File: src/rtl/csu_pkg.sv
`timescale 1ns/1ps
// Package csu_pkg
// Shared widths, the per-channel configuration record and the reset
// defaults of the chip select unit. Assumes at most a handful of channels.
package csu_pkg;

    parameter int CSU_ADDR_W = 24;
    parameter int CSU_LEN_W  = 5;
    parameter int CSU_WAIT_W = 4;

    typedef struct packed {
        logic [CSU_ADDR_W-1:0] base;
        logic [CSU_LEN_W-1:0]  size_lg;
        logic                  rd_ok;
        logic                  wr_ok;
        logic [CSU_WAIT_W-1:0] waits;
    } csu_chan_t;

    typedef enum logic [1:0] {
        FLD_BASE = 2'd0,
        FLD_SIZE = 2'd1,
        FLD_PERM = 2'd2,
        FLD_WAIT = 2'd3
    } csu_field_e;

    // Reset value for one channel; channels past 1 come up disabled.
    function automatic csu_chan_t csu_reset_cfg(input int ch);
        csu_chan_t c;
        c = '0;
        case (ch)
            0: begin
                c.base    = CSU_ADDR_W'(32'h0004_0000);
                c.size_lg = CSU_LEN_W'(17);
                c.rd_ok   = 1'b1;
                c.wr_ok   = 1'b1;
                c.waits   = CSU_WAIT_W'(0);
            end
            1: begin
                c.base    = CSU_ADDR_W'(32'h0006_0000);
                c.size_lg = CSU_LEN_W'(11);
                c.rd_ok   = 1'b1;
                c.wr_ok   = 1'b1;
                c.waits   = CSU_WAIT_W'(2);
            end
            default: c = '0;
        endcase
        return c;
    endfunction

endpackage

File: src/rtl/csu_cfg_regs.sv
`timescale 1ns/1ps
// Module csu_cfg_regs
// Holds the configuration record of every channel. One field of one
// channel is loaded per write; reset restores the package defaults.
// Assumes cfg_ch never names a channel beyond NUM_CH-1 (such writes are dropped).
module csu_cfg_regs
    import csu_pkg::*;
#(
    parameter int NUM_CH = 2,
    parameter int CH_W   = 1
) (
    input  logic                         clk,
    input  logic                         rst_n,
    input  logic                         wr_en,
    input  logic [CH_W-1:0]              wr_ch,
    input  logic [1:0]                   wr_fld,
    input  logic [CSU_ADDR_W-1:0]        wr_data,
    output csu_chan_t [NUM_CH-1:0]       cfg
);

    csu_chan_t [NUM_CH-1:0] cfg_q;

    for (genvar g = 0; g < NUM_CH; g++) begin : g_chan
        // Load defaults on reset, else update the addressed field.
        always_ff @(posedge clk) begin
            if (!rst_n) begin
                cfg_q[g] <= csu_reset_cfg(g);
            end else if (wr_en && wr_ch == CH_W'(g)) begin
                case (csu_field_e'(wr_fld))
                    FLD_BASE: cfg_q[g].base    <= wr_data;
                    FLD_SIZE: cfg_q[g].size_lg <= wr_data[CSU_LEN_W-1:0];
                    FLD_PERM: begin
                        cfg_q[g].rd_ok <= wr_data[0];
                        cfg_q[g].wr_ok <= wr_data[1];
                    end
                    FLD_WAIT: cfg_q[g].waits   <= wr_data[CSU_WAIT_W-1:0];
                    default:  cfg_q[g].waits   <= cfg_q[g].waits;
                endcase
            end
        end


        wait_load_chk: assert property (@(posedge clk) disable iff (!rst_n)
            (wr_en && wr_ch == CH_W'(g) && wr_fld == 2'd3)
            |=> (cfg_q[g].waits == $past(wr_data[CSU_WAIT_W-1:0])));


        cfg_hold_chk: assert property (@(posedge clk) disable iff (!rst_n)
            (!wr_en) |=> $stable(cfg_q[g]));
    end

    assign cfg = cfg_q;

endmodule

File: src/rtl/csu_window.sv
`timescale 1ns/1ps
// Module csu_window
// Combinational window match for one channel: compares the address with
// the base above the block-size boundary and applies the direction permission.
// Assumes the block length is a power of two; base bits below it are ignored.
module csu_window
    import csu_pkg::*;
(
    input  logic [CSU_ADDR_W-1:0] addr,
    input  logic                  rd,
    input  logic [CSU_ADDR_W-1:0] base,
    input  logic [CSU_LEN_W-1:0]  size_lg,
    input  logic                  rd_ok,
    input  logic                  wr_ok,
    output logic                  hit,
    output logic                  ok
);

    logic [CSU_ADDR_W-1:0] keep_mask;

    // Build the mask of address bits that take part in the compare.
    always_comb begin
        for (int b = 0; b < CSU_ADDR_W; b++) begin
            keep_mask[b] = (b >= int'(size_lg));
        end
    end

    // Window hit and permitted access for this channel.
    always_comb begin
        hit = (((addr ^ base) & keep_mask) == '0);
        ok  = hit && (rd ? rd_ok : wr_ok);
    end

endmodule

File: src/rtl/csu_wait_ctr.sv
`timescale 1ns/1ps
// Module csu_wait_ctr
// Paces one bus cycle: loads the selected wait count on the first edge that
// sees a selected strobe, counts it down, then raises ack until the strobe
// ends. Assumes the selection is stable for the life of the strobe.
module csu_wait_ctr
    import csu_pkg::*;
(
    input  logic                  clk,
    input  logic                  rst_n,
    input  logic                  strobe,
    input  logic                  sel_any,
    input  logic [CSU_WAIT_W-1:0] wait_load,
    output logic                  ack
);

    typedef enum logic [1:0] {
        WC_IDLE  = 2'd0,
        WC_COUNT = 2'd1,
        WC_DONE  = 2'd2
    } wc_state_e;

    wc_state_e             st;
    logic [CSU_WAIT_W-1:0] cnt;

    // Cycle sequencer: idle, count wait states, hold acknowledge.
    always_ff @(posedge clk) begin
        if (!rst_n) begin
            st  <= WC_IDLE;
            cnt <= '0;
        end else begin
            case (st)
                WC_IDLE: begin
                    if (strobe && sel_any) begin
                        st  <= WC_COUNT;
                        cnt <= wait_load;
                    end
                end
                WC_COUNT: begin
                    if (!strobe) begin
                        st <= WC_IDLE;
                    end else if (cnt == '0) begin
                        st <= WC_DONE;
                    end else begin
                        cnt <= cnt - 1'b1;
                    end
                end
                WC_DONE: begin
                    if (!strobe) begin
                        st <= WC_IDLE;
                    end
                end
                default: st <= WC_IDLE;
            endcase
        end
    end

    assign ack = (st == WC_DONE);


    no_early_ack_chk: assert property (@(posedge clk) disable iff (!rst_n)
        (st == WC_COUNT && cnt != '0) |=> !ack);


    count_step_chk: assert property (@(posedge clk) disable iff (!rst_n)
        (st == WC_COUNT && cnt != '0 && strobe) |=> (cnt == $past(cnt) - 1'b1));


    ack_release_chk: assert property (@(posedge clk) disable iff (!rst_n)
        (!strobe) |=> !ack);


    ack_after_zero_chk: assert property (@(posedge clk) disable iff (!rst_n)
        $rose(ack) |-> $past(st == WC_COUNT && cnt == '0));

endmodule

File: src/rtl/csu_top.sv
`timescale 1ns/1ps
// Module csu_top
// Chip select unit: per-channel window decode with permission, lowest-index
// priority, strobe gating of the selects and a wait-state paced acknowledge.
// Assumes address and direction are stable while as_n is low.
module csu_top
    import csu_pkg::*;
#(
    parameter int NUM_CH = 2,
    localparam int CH_W  = (NUM_CH > 1) ? $clog2(NUM_CH) : 1
) (
    input  logic                  clk,
    input  logic                  rst_n,
    input  logic [CSU_ADDR_W-1:0] addr,
    input  logic                  as_n,
    input  logic                  rd_wr,
    input  logic                  cfg_we,
    input  logic [CH_W-1:0]       cfg_ch,
    input  logic [1:0]            cfg_fld,
    input  logic [CSU_ADDR_W-1:0] cfg_wdata,
    output logic [NUM_CH-1:0]     cs_n,
    output logic                  dtack_n
);

    csu_chan_t [NUM_CH-1:0] cfg;
    logic [NUM_CH-1:0]      hit;
    logic [NUM_CH-1:0]      ok;
    logic [NUM_CH-1:0]      grant;
    logic [CSU_WAIT_W-1:0]  wait_sel;
    logic                   strobe;
    logic                   ack;

    assign strobe = !as_n;

    csu_cfg_regs #(
        .NUM_CH (NUM_CH),
        .CH_W   (CH_W)
    ) u_regs (
        .clk     (clk),
        .rst_n   (rst_n),
        .wr_en   (cfg_we),
        .wr_ch   (cfg_ch),
        .wr_fld  (cfg_fld),
        .wr_data (cfg_wdata),
        .cfg     (cfg)
    );

    for (genvar g = 0; g < NUM_CH; g++) begin : g_win
        csu_window u_win (
            .addr    (addr),
            .rd      (rd_wr),
            .base    (cfg[g].base),
            .size_lg (cfg[g].size_lg),
            .rd_ok   (cfg[g].rd_ok),
            .wr_ok   (cfg[g].wr_ok),
            .hit     (hit[g]),
            .ok      (ok[g])
        );
    end

    // Lowest hit channel owns the address; it is granted only if permitted.
    always_comb begin
        logic taken;
        taken = 1'b0;
        for (int i = 0; i < NUM_CH; i++) begin
            grant[i] = ok[i] && !taken;
            taken    = taken || hit[i];
        end
    end

    // Wait count of the granted channel.
    always_comb begin
        wait_sel = '0;
        for (int i = 0; i < NUM_CH; i++) begin
            if (grant[i]) begin
                wait_sel = cfg[i].waits;
            end
        end
    end

    csu_wait_ctr u_wait (
        .clk       (clk),
        .rst_n     (rst_n),
        .strobe    (strobe),
        .sel_any   (|grant),
        .wait_load (wait_sel),
        .ack       (ack)
    );

    // Drive the active-low outputs, both qualified by the strobe.
    always_comb begin
        cs_n    = ~(grant & {NUM_CH{strobe}});
        dtack_n = !(ack && strobe);
    end


    cs_onehot_chk: assert property (@(posedge clk) disable iff (!rst_n)
        $onehot0(~cs_n));


    cs_strobe_chk: assert property (@(posedge clk) disable iff (!rst_n)
        as_n |-> (&cs_n));


    ack_needs_cs_chk: assert property (@(posedge clk) disable iff (!rst_n)
        (!dtack_n) |-> !(&cs_n));


    prio_low_chk: assert property (@(posedge clk) disable iff (!rst_n)
        (hit[0] && strobe) |-> (&cs_n[NUM_CH-1:1]));

endmodule

File: config.mk
export PLATFORM = sky130hd
export DESIGN_NAME = csu_top
export DESIGN_NICKNAME = d
export VERILOG_FILES = /design/src/rtl/csu_pkg.sv /design/src/rtl/csu_cfg_regs.sv /design/src/rtl/csu_window.sv /design/src/rtl/csu_wait_ctr.sv /design/src/rtl/csu_top.sv
export SDC_FILE = /design/constraint.sdc
export NUM_CORES = 1
export LEC_CHECK = 0
export ABC_CLOCK_PERIOD_IN_PS = 4300
export BUFFER_PORTS_ARGS = -buffer_cell sky130_fd_sc_hd__buf_2
export CAP_MARGIN = 20
export CORE_ASPECT_RATIO = 0.7
export CORE_MARGIN = 2
export CORE_UTILIZATION = 47
export DETAILED_ROUTE_END_ITERATION = 10
export GPL_TIMING_DRIVEN = 0
export PLACE_DENSITY = 0.78
export SLEW_MARGIN = 20
export SYNTH_ARGS = -nofsm -noshare
export SYNTH_HDL_FRONTEND = slang
export SYNTH_SLANG_ARGS = --single-unit
File: constraint.sdc
create_clock -name clk -period 4.3 [get_ports clk]
set_input_delay 0.86 -clock clk [delete_from_list [all_inputs] [get_ports clk]]
set_output_delay 0.86 -clock clk [all_outputs]
set_load 0.1 [all_outputs]
After elaboration in Yosys (flattened, before gate mapping)
Cells that the tools add are included.
{"block": "word_totals", "regBits": 76, "output_inout_bits": 3, "elab_cells": 118}
{"block": "classes", "n_addsub": 1, "n_lt_le_gt_ge": 48, "eq_ne": 10, "mux": 13, "n_bitwise": 7, "n_reduce_logical": 27}
{"operator": "$ge 4x5->1 const A", "n": 16}
{"operator": "$ge 5x5->1 const A", "n": 16}
{"operator": "$and 24x24->24", "n": 2}
{"operator": "$logic_not 24->1", "n": 2}
{"operator": "$xor 24x24->24", "n": 2}
{"operator": "$ge 3x5->1 const A", "n": 8}
{"operator": "$ge 1x5->1 const A", "n": 4}
{"operator": "$ge 2x5->1 const A", "n": 4}
{"operator": "$mux 4", "n": 5}
{"operator": "$reduce_and 2->1", "n": 8}
{"operator": "$mux 2", "n": 4}
{"operator": "$pmux 4 s2", "n": 1}
{"operator": "$logic_and 1x1->1", "n": 7}
{"operator": "$eq 2x2->1 const B", "n": 3}
{"operator": "$ne 2x2->1 const B", "n": 3}
{"operator": "$pmux 2 s3", "n": 1}
{"operator": "$eq 2x1->1 const B", "n": 2}
{"operator": "$logic_not 2->1", "n": 2}
{"operator": "$logic_not 4->1", "n": 1}
{"operator": "$reduce_and 4->1", "n": 1}
{"operator": "$sub 4x1->4 const B", "n": 1}
{"operator": "$logic_not 1->1", "n": 3}
{"operator": "$ne 3x2->1 const B", "n": 1}
{"operator": "$reduce_and 3->1", "n": 1}
{"operator": "other kinds (7)", "n": 8}

Longest topological paths before layout
Gate-level depths: netlist of run 1.
{"block": "logic_depth", "word_depth": 9, "depth_mapped": 10, "depth_no_buf": 8}

Hierarchy
A second synthesis of run 1 with hierarchy kept.
{"block": "hier_totals", "cells_unflattened": 482, "hier_area_um2": 4297.9}
{"module": "csu_cfg_regs", "n_inst": 1, "cells_each": 271, "area_per_inst_um2": 2746.4}
{"module": "csu_window", "n_inst": 2, "cells_each": 75, "area_per_inst_um2": 536.8}
{"module": "csu_wait_ctr", "n_inst": 1, "cells_each": 43, "area_per_inst_um2": 377.9}
{"module": "csu_top", "n_inst": 1, "cells_each": 18, "area_per_inst_um2": 100.1}

Least setup slack after synthesis of run 1
Ideal clock, no wire load.
{"block": "synth_timing", "kind": "input -> output", "start": "input port addr[3]", "end": "output port cs_n[1]", "arrival_ns": 2.779, "required_time_ns": 3.440, "path_slack_ns": 0.661, "cell_stages": 7, "path_buffers": 0, "path_cell_list": "xnor2_1 o22ai_1 nor4b_4 nand3_1 or3b_4 and2_1 nand2b_1"}
{"block": "synth_between", "elab_chain_cells": 7}
{"element": "from (decl)", "line": "csu_top.sv:14", "source": "input logic [CSU_ADDR_W-1:0] addr,"}
{"element": "$xor 24x24->24", "line": "csu_window.sv:30", "source": "hit = (((addr ^ base) & keep_mask) == '0);"}
{"element": "$and 24x24->24", "line": "csu_window.sv:30"}
{"element": "$logic_not 24->1", "line": "csu_window.sv:30"}
{"element": "$logic_and 1x1->1 / $logic_not 1->1 (equally long branches)", "line": "csu_window.sv:31, csu_top.sv:66"}
{"element": "$logic_and 1x1->1 *", "line": "csu_top.sv:66", "source": "grant[i] = ok[i] && !taken;"}
{"element": "$and 2x2->2 *", "line": "csu_top.sv:92", "source": "cs_n = ~(grant & {NUM_CH{strobe}});"}
{"element": "$not 2->2 *", "line": "csu_top.sv:92"}
{"element": "to (decl)", "line": "csu_top.sv:21", "source": "output logic [NUM_CH-1:0] cs_n,"}
Mark *: on every way between the ends. The rest lies on a longest branch, timed or not.

Worst setup path in the final report of run 1
{"block": "layout_timing", "start": "input port addr[8]", "end": "output port cs_n[1]"}
The elaborated chain is that of the path after synthesis.

==> results of run 1 <==
-- state kept, by name, summed over array words and instances, names as in the netlist --
name        flops
u_regs.cfg     70
u_wait.st       2
u_wait.cnt      4
-- cell usage in the layout, fill, tap and decap left out, types with 3 or more instances in the layout --
cell type	n
sky130_fd_sc_hd__a211oi_1	3
sky130_fd_sc_hd__a21boi_0	45
sky130_fd_sc_hd__a21o_1	4
sky130_fd_sc_hd__a21oi_1	16
sky130_fd_sc_hd__a31oi_1	4
sky130_fd_sc_hd__and2_1	4
sky130_fd_sc_hd__buf_2	57
sky130_fd_sc_hd__buf_4	4
sky130_fd_sc_hd__buf_6	3
sky130_fd_sc_hd__clkbuf_1	20
sky130_fd_sc_hd__clkbuf_16	9
sky130_fd_sc_hd__clkbuf_8	3
sky130_fd_sc_hd__dfxtp_1	76
sky130_fd_sc_hd__inv_1	6
sky130_fd_sc_hd__mux2i_1	23
sky130_fd_sc_hd__nand2_1	117
sky130_fd_sc_hd__nand2b_1	6
sky130_fd_sc_hd__nand3_1	6
sky130_fd_sc_hd__nand4_1	3
sky130_fd_sc_hd__nor2_1	12
sky130_fd_sc_hd__nor2b_1	15
sky130_fd_sc_hd__nor3_1	5
sky130_fd_sc_hd__nor3b_1	3
sky130_fd_sc_hd__o211ai_1	3
sky130_fd_sc_hd__o21ai_0	8
sky130_fd_sc_hd__o21ai_1	5
sky130_fd_sc_hd__o22ai_1	4
sky130_fd_sc_hd__o311ai_1	3
sky130_fd_sc_hd__o31ai_1	5
sky130_fd_sc_hd__or3_1	6
sky130_fd_sc_hd__xnor2_1	25
sky130_fd_sc_hd__xor2_1	22
-- per-stage QoR --
stage | power (mW) | hold slack [ns] | utilization
3_3_place_gp | 0.931 | 0.454 | 0.538
6_report | 1.71 | 0.474 | 0.575
5_1_grt | 1.77 | 0.491 | 0.575
4_1_cts | 1.71 | 0.477 | 0.575
2_1_floorplan | 0.856 | 0.441 | -
3_5_place_dp | 0.936 | 0.459 | 0.538
-- power groups by stage --
stage	sequential, mW	clock (mW)	combinational, mW
final	0.730	0.788	0.196
after global routing	0.731	0.825	0.211
after CTS	0.729	0.791	0.193
after detailed placement	0.745	0	0.191
after global placement	0.744	0	0.187
after floorplan	0.742	0	0.114
-- final cells by class --
class / count / area share
Buffer: 32 / 0.0331
Clock buffer: 12 / 0.0543
Clock inverter: 3 / 0.00917
Inverter: 7 / 0.00535
Multi-Input combinational cell: 384 / 0.504
Sequential cell: 76 / 0.310
Tap cell: 120 / 0.0306
Timing Repair Buffer: 53 / 0.0540
-- worst max-delay path, stage by stage --
cell                        delay [ns]
sky130_fd_sc_hd__buf_2            0.11
sky130_fd_sc_hd__xnor2_1          0.36
sky130_fd_sc_hd__o311ai_1         0.21
sky130_fd_sc_hd__nor4_1           0.32
sky130_fd_sc_hd__o31ai_1          0.18
sky130_fd_sc_hd__a2111oi_4        0.50
sky130_fd_sc_hd__and2_1           0.26
sky130_fd_sc_hd__nand2b_1         0.07
sky130_fd_sc_hd__buf_2            0.29
-- how the worst max path moves through the flow --
stage          startpoint  slack [ns]      end  cells past startpoint
4_1_cts           addr[8]        0.36  cs_n[1]                      9
2_1_floorplan     addr[3]        0.66  cs_n[1]                      7
5_1_grt           addr[8]        0.26  cs_n[1]                      9
6_report          addr[8]        0.27  cs_n[1]                      9
3_3_place_gp      addr[1]        0.45  cs_n[1]                      9
3_5_place_dp      addr[8]        0.38  cs_n[1]                      9
-- layer usage --
layer  GRT usage  vias to the layer above
met2       0.411                      172
met1       0.360                     1833
met3      0.0569                       19
met4      0.0749                        0
met5           0                        -
li1            -                     1842
-- logic make-up after synthesis --
family,Yosys count,synth area share
XOR/XNOR,48,0.102
multiplexers,23,0.0550
adder cells (fa/ha/maj),1,0.00299
AND/OR/NAND/NOR,191,0.216
AO/OA/AOI/OAI,121,0.215
buffers and inverters,39,0.0452
flip-flops,76,0.364
==> run summary, run 1 <==
Total setup violations reported at the end of the flow: 0. The number of buffers created by CTS is 9, and the number of fill cells in the layout is 823. For the minimum setup slack among reg-to-reg paths, the log shows 1.62 ns. The tightest min-delay check is of the reg -> reg type. The placeable core region was 8550 um2; the count of port buffers added during placement was 53.

The worst slew slack as a fraction of its limit was 0.336; the critical path arrival was 3.17 ns. Dividing the synthesized area by the synthesized cell count gives 8.38 um2. The final sum of negative setup slack is 0 ns.

Compared with the post-synthesis result, the final layout area differs by 17.4%. For this run, the number of standard cells in the final layout without fillers is 687. For this run, the top clock speed supported by timing is 248 MHz. After layout, the worst setup slack is 0.273 ns.

In this run, distinct cell masters in the synthesized netlist total 60. The share of total power in the clock network is 0.460. The run gives 0.489 as the initial core utilization. Hold path depth: 2.

For the via count of the first global-routing pass, the log shows 3,736. For this run, the detailed router's first-pass iteration total came to 5. The tools report the final weighted congestion of routability-driven global placement as 0.885. The cell-internal power is 1.29 mW, and the share of cells above drive strength 1 is 0.168. The cell count of the worst reg-to-reg path was 8. Summed over all instances, the cell type with the most area after synthesis is sky130_fd_sc_hd__dfxtp_1.

Pin placement for this block handled 59 I/O pins. The analysis attributes to net switching a power of 0.420 mW. The logs give 4600 um2 for the cell area reported after detailed placement and 620 for the net count of the finished layout. Summed over all nets, the half-perimeter wirelength after detailed placement is 9.17 mm. At the worst endpoint, the required time is 3.44 ns. For this run the aggregate overflow at the end of global routing stands at 0.

Number of slew-limit violations in the final report: 0. The max-capacitance violation count was 0. Wire segments on met3 add up to 996 um in the final route. The H-tree generated during clock tree synthesis spans 3 levels.

The count of flip-flops with a built-in enable after synthesis works out to 0. The endpoint identified for the worst register-to-register timing path is u_wait.cnt[0]. The gate count of the mapped netlist is 499, and the number of hold-slack violations in the final timing report is 0. The number of hold-repair buffers added at the cts stage came out at 0.

The flow ran to the end, and the final reports show no timing, DRC or antenna violations. The chip height came out at 82.9 um. The root buffer cell chosen for the clock tree is sky130_fd_sc_hd__clkbuf_16. The count of routing violations after the opening detailed-route iteration was 309; the minimum clock period was 4.03 ns.

The initial antenna violation count was 0; the total number of placement rows was 28. The number of inserted diodes was 0; the number of synthesized register bits was 76. The tools report the clock latency at the later pin of the worst-skew pair as 0.34 ns. The share of the cycle needed by the critical path after routing came out at 0.936. The synthesized area came out at 4180 um2. The launching point of the worst reg2reg path is u_regs.cfg[54]. The floorplan step set the die width to 117 um. The met2 wire length is 5.60 mm, and the total non-filler cell area in the finished layout is 4910 um2.

For the footprint of the multi-input gates, the log shows 2470 um2. The switching power share of the total works out to 0.245. The number of warnings issued by yosys was 0.

STA classifies the critical path endpoint as an output port. In this run, post-CTS repair resized a total of 0 instances. Startpoint-to-endpoint class of the critical path: in -> out. TritonCTS built the clock tree.

In the post-synthesis netlist, the biggest area contributors are sky130_fd_sc_hd__dfxtp_1, sky130_fd_sc_hd__nand2_1, sky130_fd_sc_hd__a21boi_0, sky130_fd_sc_hd__mux2i_1, sky130_fd_sc_hd__xnor2_1. The area share of the largest cell type after synthesis is 0.364, and the average routed wire per standard cell is 17.9 um. The flip-flop cell with the highest count after synthesis was sky130_fd_sc_hd__dfxtp_1. The logs give 19.3 mm for the first-pass GRT wire length and 1.84 nW for the leakage power total. The commonest cells after synthesis are sky130_fd_sc_hd__nand2_1, sky130_fd_sc_hd__dfxtp_1, sky130_fd_sc_hd__a21boi_0, sky130_fd_sc_hd__xnor2_1, sky130_fd_sc_hd__mux2i_1.

The clock net in this run drives a total of 76 sinks. The remaining number of nets flagged by the antenna check after routing was 0. The type of origin of the critical path was a primary input. The async set-reset flop share out of synthesis works out to 0.

The tools report the maximum VDD drop as 0.208 mV. Cell with the most instances after synthesis: sky130_fd_sc_hd__nand2_1. The number of remaining DRC errors came out at 0.

Counting every net in the synthesized netlist gives 556. The sequential cell fraction of total power came out at 0.426. The part of the Yosys area used for sequential elements is 0.364. In this run the power density over the cells is 349 nW/um2. Share of power burned in combinational logic: 0.114. Setup repair after global routing left no endpoint under its margin.

Using the TritonRoute via totals, the vias-per-cell ratio works out to 5.63. The top metal layer carrying routed signals was met4. Timing analysis after detailed placement gives a worst setup slack of 0.375 ns. The routed design has 12.3 mm of wire.

The end point of the worst hold path was u_regs.cfg[34]. Transition time of the tightest slew-check pin: 0.988 ns. The floorplan step defined a die boundary enclosing 9680 um2. Summing all flip-flop and latch instances after layout gives 1520 um2. In this run, placement finished with an instance count of 672.

For this block, wires on met1 add up to 5.54 mm. The worst hold path begins at u_regs.cfg[34]. The global-route total usage across every layer came out at 0.262. The final clock skew is 0.00640 ns, and the total setup buffers inserted after CTS is 0. For this block, the via count after detailed routing is 3,866. Entering global routing, the biggest net connects 13 pins. The clock passes through at most 2 buffers. Top fanout value on the critical path: 4. Clock-pin slew was measured on the worst setup and hold paths at 0.06 ns.
No activity file was read; power rests on OpenSTA's default activity.
==> run 2, diff against run 1 <==
--- a/config.mk
+++ b/config.mk
@@ -5,6 +5,7 @@
 export SDC_FILE = /design/constraint.sdc
 export NUM_CORES = 1
 export LEC_CHECK = 0
+export ABC_AREA = 1
 export ABC_CLOCK_PERIOD_IN_PS = 4300
 export BUFFER_PORTS_ARGS = -buffer_cell sky130_fd_sc_hd__buf_2
 export CAP_MARGIN = 20
==> run 2 against run 1 <==
- clock skew hardly changed
- final cell count is 25% higher
- setup slack better by 0.65 ns
- sequential share of layout area is 0.50 points lower
- largest power group unchanged
- synthesized area is 0.78% higher
==> run summary, run 2 <==
The run finished with clean final reports. Leaving out fill and tap cells, the most frequent cells in the layout are sky130_fd_sc_hd__nand2_1, sky130_fd_sc_hd__nor2_1, sky130_fd_sc_hd__dfxtp_1. Count of port buffers added during placement: 57 (+7.5%). The net count after synthesis was 724 (+30%); the count of flip-flops with a built-in enable after synthesis was 0 (unchanged). Number of synthesized register bits: 76 (unchanged). The library cell with the largest summed area after synthesis is sky130_fd_sc_hd__dfxtp_1. The run gives 2.52 ns (-0.65 ns) as the critical path arrival. The average routed wire per standard cell is 15.2 um (-15%). The placement-stage worst setup slack came out at 0.968 ns (+0.593 ns). The cell area reported after detailed placement was 4650 um2 (+1.1%). The power density over the cells is 372 nW/um2 (+6.5%), and the vias per cell is 5.24 (-7.0%). The share of cells above drive strength 1 is 0.147 (-0.0201).

The clock net sink count is 76 (unchanged), and the part of the Yosys area used for sequential elements is 0.361 (-0.00281). Total setup violations reported at the end of the flow: 0 (unchanged). Ranked by total cell area, the synthesized netlist is headed by sky130_fd_sc_hd__dfxtp_1, sky130_fd_sc_hd__nand2_1, sky130_fd_sc_hd__nor2_1, sky130_fd_sc_hd__o21ai_0, sky130_fd_sc_hd__inv_1. The final clock skew was 0.00617 ns (-0.000230 ns); the count of different cell masters after synthesis was 30 (-50%). The cell at the root of the clock tree was sky130_fd_sc_hd__clkbuf_16. The initial core utilization is 0.491 (+0.00179). The number of gates given a new drive strength after cts was 0 (unchanged). The area share of the largest cell type after synthesis was 0.361 (-0.00281); the final sum of negative setup slack was 0 ns (unchanged).

Leaving out fill and tap cells, the most frequent cell in the layout is sky130_fd_sc_hd__nand2_1. The deepest level of the CTS H-tree was 3 (unchanged). Startpoint-to-endpoint class of the critical path: in -> out. The via count of the first global-routing pass was 4,016 (+7.5%).

Setup repair after global routing left no endpoint under its margin. Total setup buffers inserted after CTS: 0 (unchanged). Among all flip-flop cells after synthesis, the most frequent one is sky130_fd_sc_hd__dfxtp_1.

The utilization after layout is 0.581 (+0.00699). The number of warnings issued by yosys is 0 (unchanged), and the minimum setup slack among reg-to-reg paths is 2.08 ns (+0.46 ns). The tools report the number of hold-repair buffers added at the cts stage as 0 (unchanged).

The share of total power in the clock network was 0.470 (+0.010); the clock latency at the later pin of the worst-skew pair was 0.34 ns (about the same). The number of slew-limit violations in the final report was 0 (unchanged). The worst endpoint required time was 3.44 ns (about the same). The tools report the synthesized area as 4220 um2 (+0.78%). Total congestion overflow after global routing: 0 (unchanged). For the non-filler instance count after layout, the log shows 859 (+25%). The flip-flop count of the largest register, all copies and words added is 70 (unchanged), and the number of buffers created by CTS is 9 (unchanged).

The logs give 5 (unchanged) for the number of optimization iterations in the first detailed-route pass and 13.1 mm (+6.1%) for the wire length reported by the detailed router. The cell-internal power is 1.39 mW (+7.3%). The tools report the number of inserted diodes as 0 (unchanged). Sorting the synthesized cells by how often they occur yields sky130_fd_sc_hd__nand2_1, sky130_fd_sc_hd__nor2_1, sky130_fd_sc_hd__dfxtp_1, sky130_fd_sc_hd__o21ai_0, sky130_fd_sc_hd__inv_1.

The final setup slack of the worst path was 0.924 ns (+0.651 ns); the chip height was 83.2 um (+0.37%). The number of hold-slack violations in the final timing report was 0 (unchanged); the minimum hold slack was 0.471 ns (-0.00266 ns). The worst hold-check path type was reg -> reg. For the count of boundary I/O pins, the log shows 59 (unchanged). The placeable core region was 8580 um2 (+0.41%). The logs give 466 (+51%) for the count of routing violations after the opening detailed-route iteration and 2 (unchanged) for the buffer depth of the longest clock path. The gate count of the mapped netlist came out at 667 (+34%). The pin count of the biggest net entering global routing came out at 13 (unchanged). The tools report the worst slew slack as a fraction of its limit as 0.445 (+0.109). The average cell area after synthesis was 6.32 um2 (-25%); the transition time of the tightest slew-check pin was 0.823 ns (-0.165 ns).

The total number of placement rows was 28 (unchanged); the leakage power total was 2.44 nW (+32%). The maximum achievable frequency is 296 MHz (+19%), and the final weighted congestion of routability-driven global placement is 1.02 (+15%). The power dissipated by switching net loads was 0.466 mW (+11%); the synthesis-to-finish area growth was 18.4%. Async set-reset flop share out of synthesis: 0 (unchanged).

The horizontal die dimension was 117 um (+0.38%). The first-pass GRT wire length came out at 20.2 mm (+4.5%). The minimum clock period works out to 3.38 ns (-0.651 ns). The logs give 1.85 mW (+8.2%) for the final total power and 0.195 mV (-6.5%) for the maximum VDD drop. The share of power burned in combinational logic was 0.128 (+0.014); the switching power share of the total was 0.251 (+0.00604).

The max-capacitance violation count is 0 (unchanged), and the floorplan die area is 9760 um2 (+0.75%). The type of origin of the critical path was a primary input. The total non-filler cell area in the finished layout was 4990 um2 (+1.6%). The share of the cycle needed by the critical path after routing works out to 0.785 (-0.151). The number of remaining DRC errors is 0 (unchanged), and the total vias in the final route is 4,497 (+16%).

The sequential cell fraction of total power was 0.401 (-0.025); the top fanout value on the critical path was 6 (+2). The total instance count after detailed placement is 844 (+26%). The remaining number of nets flagged by the antenna check after routing came out at 0 (unchanged). The placed wire-length estimate after detailed placement is 9.90 mm (+8.0%).

The most common cell in the synthesized netlist is sky130_fd_sc_hd__nand2_1. The tools report the initial antenna violation count as 0 (unchanged). The tools report the type of destination of the critical path as an output port.

The global-route total usage across every layer was 0.274 (+0.0121); the net count of the finished layout was 792 (+28%). The CTS clock-pin slew for the worst setup and hold paths is 0.06 ns (about the same). TritonCTS built the clock tree.
## run 2: cell types whose count changed in the layout (fill, tap and decap cells not counted), moves of 15 or more
cell / delta
sky130_fd_sc_hd__o21ai_0: +59
sky130_fd_sc_hd__nand3_1: +18
sky130_fd_sc_hd__inv_1: +54
sky130_fd_sc_hd__nor2b_1: -15
sky130_fd_sc_hd__nand2_1: +43
sky130_fd_sc_hd__a21boi_0: -45
sky130_fd_sc_hd__mux2i_1: -23
sky130_fd_sc_hd__xnor2_1: -16
sky130_fd_sc_hd__nor2_1: +138
## run 2: layout make-up
cell class | instances | area [um2]
fillers | 830 | 3590
multi-input cells | 501 | 2340
flip-flops and latches | 76 | 1520
repair buffers | 57 | 285
inverters | 70 | 265
clock buffers | 10 | 239
well taps | 120 | 150
clock inverters | 5 | 100
plain buffers | 20 | 90.1
## run 2: worst max-delay path, stage by stage
cell	delay [ns]
sky130_fd_sc_hd__buf_2	0.13
sky130_fd_sc_hd__or2_2	0.28
sky130_fd_sc_hd__nand3_1	0.08
sky130_fd_sc_hd__nand2_1	0.05
sky130_fd_sc_hd__nor2_1	0.13
sky130_fd_sc_hd__nor2_1	0.08
sky130_fd_sc_hd__nor2_4	0.21
sky130_fd_sc_hd__nand2_1	0.10
sky130_fd_sc_hd__nand4_1	0.14
sky130_fd_sc_hd__buf_2	0.45
## run 2: final timing paths
check	startpoint	endpoint	cells after the start
min	u_regs.cfg[60]	u_regs.cfg[60]	2
max	addr[5]	cs_n[1]	10
max reg2reg	u_regs.cfg[8]	u_wait.cnt[3]	15
min reg2reg	u_regs.cfg[60]	u_regs.cfg[60]	2
## run 2: power by group through the flow
stage               clock network [mW]  registers, mW  logic, mW
finish                           0.872          0.744      0.237
global route                     0.906          0.746      0.263
CTS                              0.878          0.744      0.232
detailed placement                   0          0.759      0.230
global placement                     0          0.758      0.227
floorplan                            0          0.755      0.142
## run 2: cell families after synthesis
group | Yosys count | synth area share
AO/OA/AOI/OAI | 104 | 0.130
adder cells (fa/ha/maj) | 1 | 0.00297
buffers and inverters | 90 | 0.0843
XOR/XNOR | 32 | 0.0665
AND/OR/NAND/NOR | 364 | 0.356
flip-flops | 76 | 0.361
## run 2: routing by layer
layer / GRT usage / wire, um / up-vias
li1: - / - / 2219
met1: 0.414 / 6090 / 2034
met2: 0.374 / 5220 / 233
met3: 0.0883 / 1570 / 11
met4: 0.0588 / 192 / 0
met5: 0 / 0 / -
==> run 3, diff against run 2 <==
--- a/config.mk
+++ b/config.mk
@@ -5,8 +5,8 @@
 export SDC_FILE = /design/constraint.sdc
 export NUM_CORES = 1
 export LEC_CHECK = 0
-export ABC_AREA = 1
-export ABC_CLOCK_PERIOD_IN_PS = 4300
+export ABC_AREA = 0
+export ABC_CLOCK_PERIOD_IN_PS = 3000
 export BUFFER_PORTS_ARGS = -buffer_cell sky130_fd_sc_hd__buf_2
 export CAP_MARGIN = 20
 export CORE_ASPECT_RATIO = 0.7
@@ -14,7 +14,7 @@
 export CORE_UTILIZATION = 47
 export DETAILED_ROUTE_END_ITERATION = 10
 export GPL_TIMING_DRIVEN = 0
-export PLACE_DENSITY = 0.78
+export PLACE_DENSITY = 0.81
 export SLEW_MARGIN = 20
 export SYNTH_ARGS = -nofsm -noshare
 export SYNTH_HDL_FRONTEND = slang
==> constraint.sdc (replaced) <==
create_clock -name clk -period 3 [get_ports clk]
set_input_delay 0.6 -clock clk [delete_from_list [all_inputs] [get_ports clk]]
set_output_delay 0.6 -clock clk [all_outputs]
set_load 0.1 [all_outputs]
==> run 3 against run 2 <==
- sequential power grew 41%
- critical path depth shrank 1
- via count shrank 12%
- largest power group is now registers
- clock power grew 18%
- core utilization grew 1.7 points
- count of clock-buffer cells in the layout grew 5
- sequential cell count is the same
- power grew 28%
- cell area grew 2.6%
- critical endpoint unchanged
- die area shrank 0.74%
- the run now ends with setup timing left
- non-clock buffer count grew 17
- first-iteration DRC count shrank 15%
==> run summary, run 3 (synthesis results as in run 1) <==
The type of origin of the critical path is a primary input. After layout, the minimum clock period comes to 3.06 ns. Number of optimization iterations in the first detailed-route pass: 5 (unchanged). The most congested layer reported by global routing is met1.

The logs give 3,936 (-12%) for the total vias in the final route and 0.489 (-0.00179) for the initial core utilization. The tools report the total instance count after detailed placement as 672 (-20%). The sequential cell fraction of total power came out at 0.440 (+0.039).

TritonCTS built the clock tree. The wire length reported by the detailed router is 12.1 mm (-7.6%). The share of the cycle needed by the critical path after routing works out to 1.02.

The worst slew slack as a fraction of its limit was 0.347 (-0.0987); the CTS clock-pin slew for the worst setup and hold paths was 0.05 ns (about the same). Critical path arrival: 2.46 ns (-0.06 ns). The checks that failed: setup timing.

The tools report the initial antenna violation count as 0 (unchanged). The global-route total usage across every layer is 0.253 (-0.0208), and the share of power burned in combinational logic is 0.126 (-0.002). The run gives 629 (-21%) as the net count of the finished layout.

The tools report the power dissipated by switching net loads as 0.591 mW (+27%). The critical path is of the in -> out type. The vias per cell is 5.65 (+7.9%), and the pin count of the biggest net entering global routing is 12 (-1).

The top fanout value on the critical path works out to 2 (-4). The count of port buffers added during placement works out to 53 (-7.0%). The number of buffers created by CTS is 9 (unchanged).

The horizontal die dimension came out at 117 um (-0.38%). Total congestion overflow after global routing: 0 (unchanged). The run gives 8550 um2 (-0.41%) as the placeable core region. In the layout the commonest cells are sky130_fd_sc_hd__nand2_1, sky130_fd_sc_hd__dfxtp_1, sky130_fd_sc_hd__buf_2. For the final weighted congestion of routability-driven global placement, the log shows 0.937 (-8.3%).

The first-pass GRT wire length is 18.7 mm (-7.4%). The average routed wire per standard cell was 17.3 um (+14%); the minimum hold slack was 0.475 ns (+0.00381 ns). The tools report the number of hold-repair buffers added at the cts stage as 0 (unchanged). The total setup violations reported at the end of the flow is 1 (+1). The flow ran to the end, but the final reports show violations. The count of boundary I/O pins was 59 (unchanged). The logs give 9680 um2 (-0.74%) for the floorplan die area and 0 (unchanged) for the number of slew-limit violations in the final report. Leaving out fill and tap cells, the most frequent cell in the layout is sky130_fd_sc_hd__nand2_1.

The tools report the buffer depth of the longest clock path as 2 (unchanged). The tools report the maximum VDD drop as 0.328 mV (+69%). The number of inserted diodes is 0 (unchanged), and the met1 track demand over resource is 0.375 (-0.0389). The count of routing violations after the opening detailed-route iteration is 398 (-15%). The tools report the number of hold-slack violations in the final timing report as 0 (unchanged). The path class of the tightest hold or removal check is reg -> reg. The total non-filler cell area in the finished layout was 5120 um2 (+2.6%). The worst endpoint required time came out at 2.40 ns (-1.04 ns).

The number of remaining DRC errors was 0 (unchanged); the synthesis-to-finish area growth was 22.4%. The tools report the total number of placement rows as 28 (unchanged). Clock tree synthesis selected as its root buffer the cell sky130_fd_sc_hd__clkbuf_16.

The chip height works out to 82.9 um (-0.37%). The power density over the cells was 464 nW/um2 (+25%). The cell area reported after detailed placement came out at 4600 um2 (-1.1%). Setup repair after global routing could not meet its margin everywhere.

The tools report the remaining number of nets flagged by the antenna check after routing as 0 (unchanged). The cell-internal power came out at 1.79 mW (+29%). The final sum of negative setup slack is -0.0555 ns (-0.0555 ns). The clock net sink count is 76 (unchanged), and the share of total power in the clock network is 0.435 (-0.035). The final clock skew came out at 0.00483 ns (-0.00135 ns). The deepest level of the CTS H-tree was 3 (unchanged); the clock latency at the later pin of the worst-skew pair was 0.34 ns (about the same).

The share of cells above drive strength 1 works out to 0.205 (+0.0570). The switching power share of the total is 0.249 (-0.00272), and the placed wire-length estimate after detailed placement is 8.90 mm (-10%). Met2 global-route usage: 0.362 (-0.0126). The logs give 697 (-19%) for the non-filler instance count after layout and 0 (unchanged) for the max-capacitance violation count. For the final setup slack of the worst path, the log shows -0.0555 ns (-0.979 ns). The utilization after layout was 0.599 (+0.0175).

The met3 track demand over resource is 0.0635 (-0.0248). For this run, the top clock speed supported by timing is 327 MHz. The via count of the first global-routing pass was 3,587 (-11%); the leakage power total was 1.94 nW (-21%).

Flip-flop count of the largest register, all copies and words added: 70 (unchanged). The transition time of the tightest slew-check pin is 0.972 ns (+0.149 ns). The type of destination of the critical path is an output port.
## run 3: worst max-delay path, stage by stage
cell                        delay, ns
sky130_fd_sc_hd__buf_8           0.11
sky130_fd_sc_hd__xnor2_4         0.24
sky130_fd_sc_hd__o311ai_4        0.15
sky130_fd_sc_hd__nor4_4          0.33
sky130_fd_sc_hd__o31ai_4         0.12
sky130_fd_sc_hd__a2111oi_4       0.45
sky130_fd_sc_hd__and2_4          0.23
sky130_fd_sc_hd__nand2b_4        0.06
sky130_fd_sc_hd__buf_12          0.16
## run 3: power groups by stage
stage / Combinational, mW / Clock (mW) / Sequential [mW]
6_report: 0.299 / 1.03 / 1.05
5_1_grt: 0.320 / 1.09 / 1.05
4_1_cts: 0.279 / 1.04 / 1.05
3_5_place_dp: 0.271 / 0 / 1.07
3_3_place_gp: 0.266 / 0 / 1.07
2_1_floorplan: 0.163 / 0 / 1.06
## run 3: repair_timing
action                     CTS  global route
hold endpoints to repair     0             0
pin swaps                    5             7
gates resized for setup     16            23
setup endpoints to repair    2             2
buffers inserted             3             6
## run 3: final cells by class
cell class                      count  area, um2
Fill cell                         762       3430
Multi-Input combinational cell    384       2590
Tap cell                          120        150
Clock buffer                       15        278
Sequential cell                    76       1530
Timing Repair Buffer               62        364
Inverter                            7       26.3
Clock inverter                      1       5.00
Buffer                             32        179
## run 3: final timing paths
check / start / to / slack (ns) / cells after the start
hold reg to reg: u_regs.cfg[68] / u_regs.cfg[68] / 0.47 / 2
setup reg to reg: u_regs.cfg[54] / u_wait.cnt[1] / 0.48 / 9
hold / removal: u_regs.cfg[68] / u_regs.cfg[68] / 0.47 / 2
setup / recovery: addr[8] / cs_n[1] / -0.06 / 9
## run 3: per-stage QoR
stage,power [mW],setup WS (ns)
after floorplan,1.23,0.181
after global placement,1.33,-0.324
after detailed placement,1.34,-0.380
after global routing,2.46,-0.126
final,2.38,-0.0555
after CTS,2.37,0.00347
## run 3: per-layer routing
metal  up-vias  routed length (um)
li1       1866                   -
met1      1851                5320
met2       207                5390
met3        12                1260
met4         0                 116
met5         -                   0
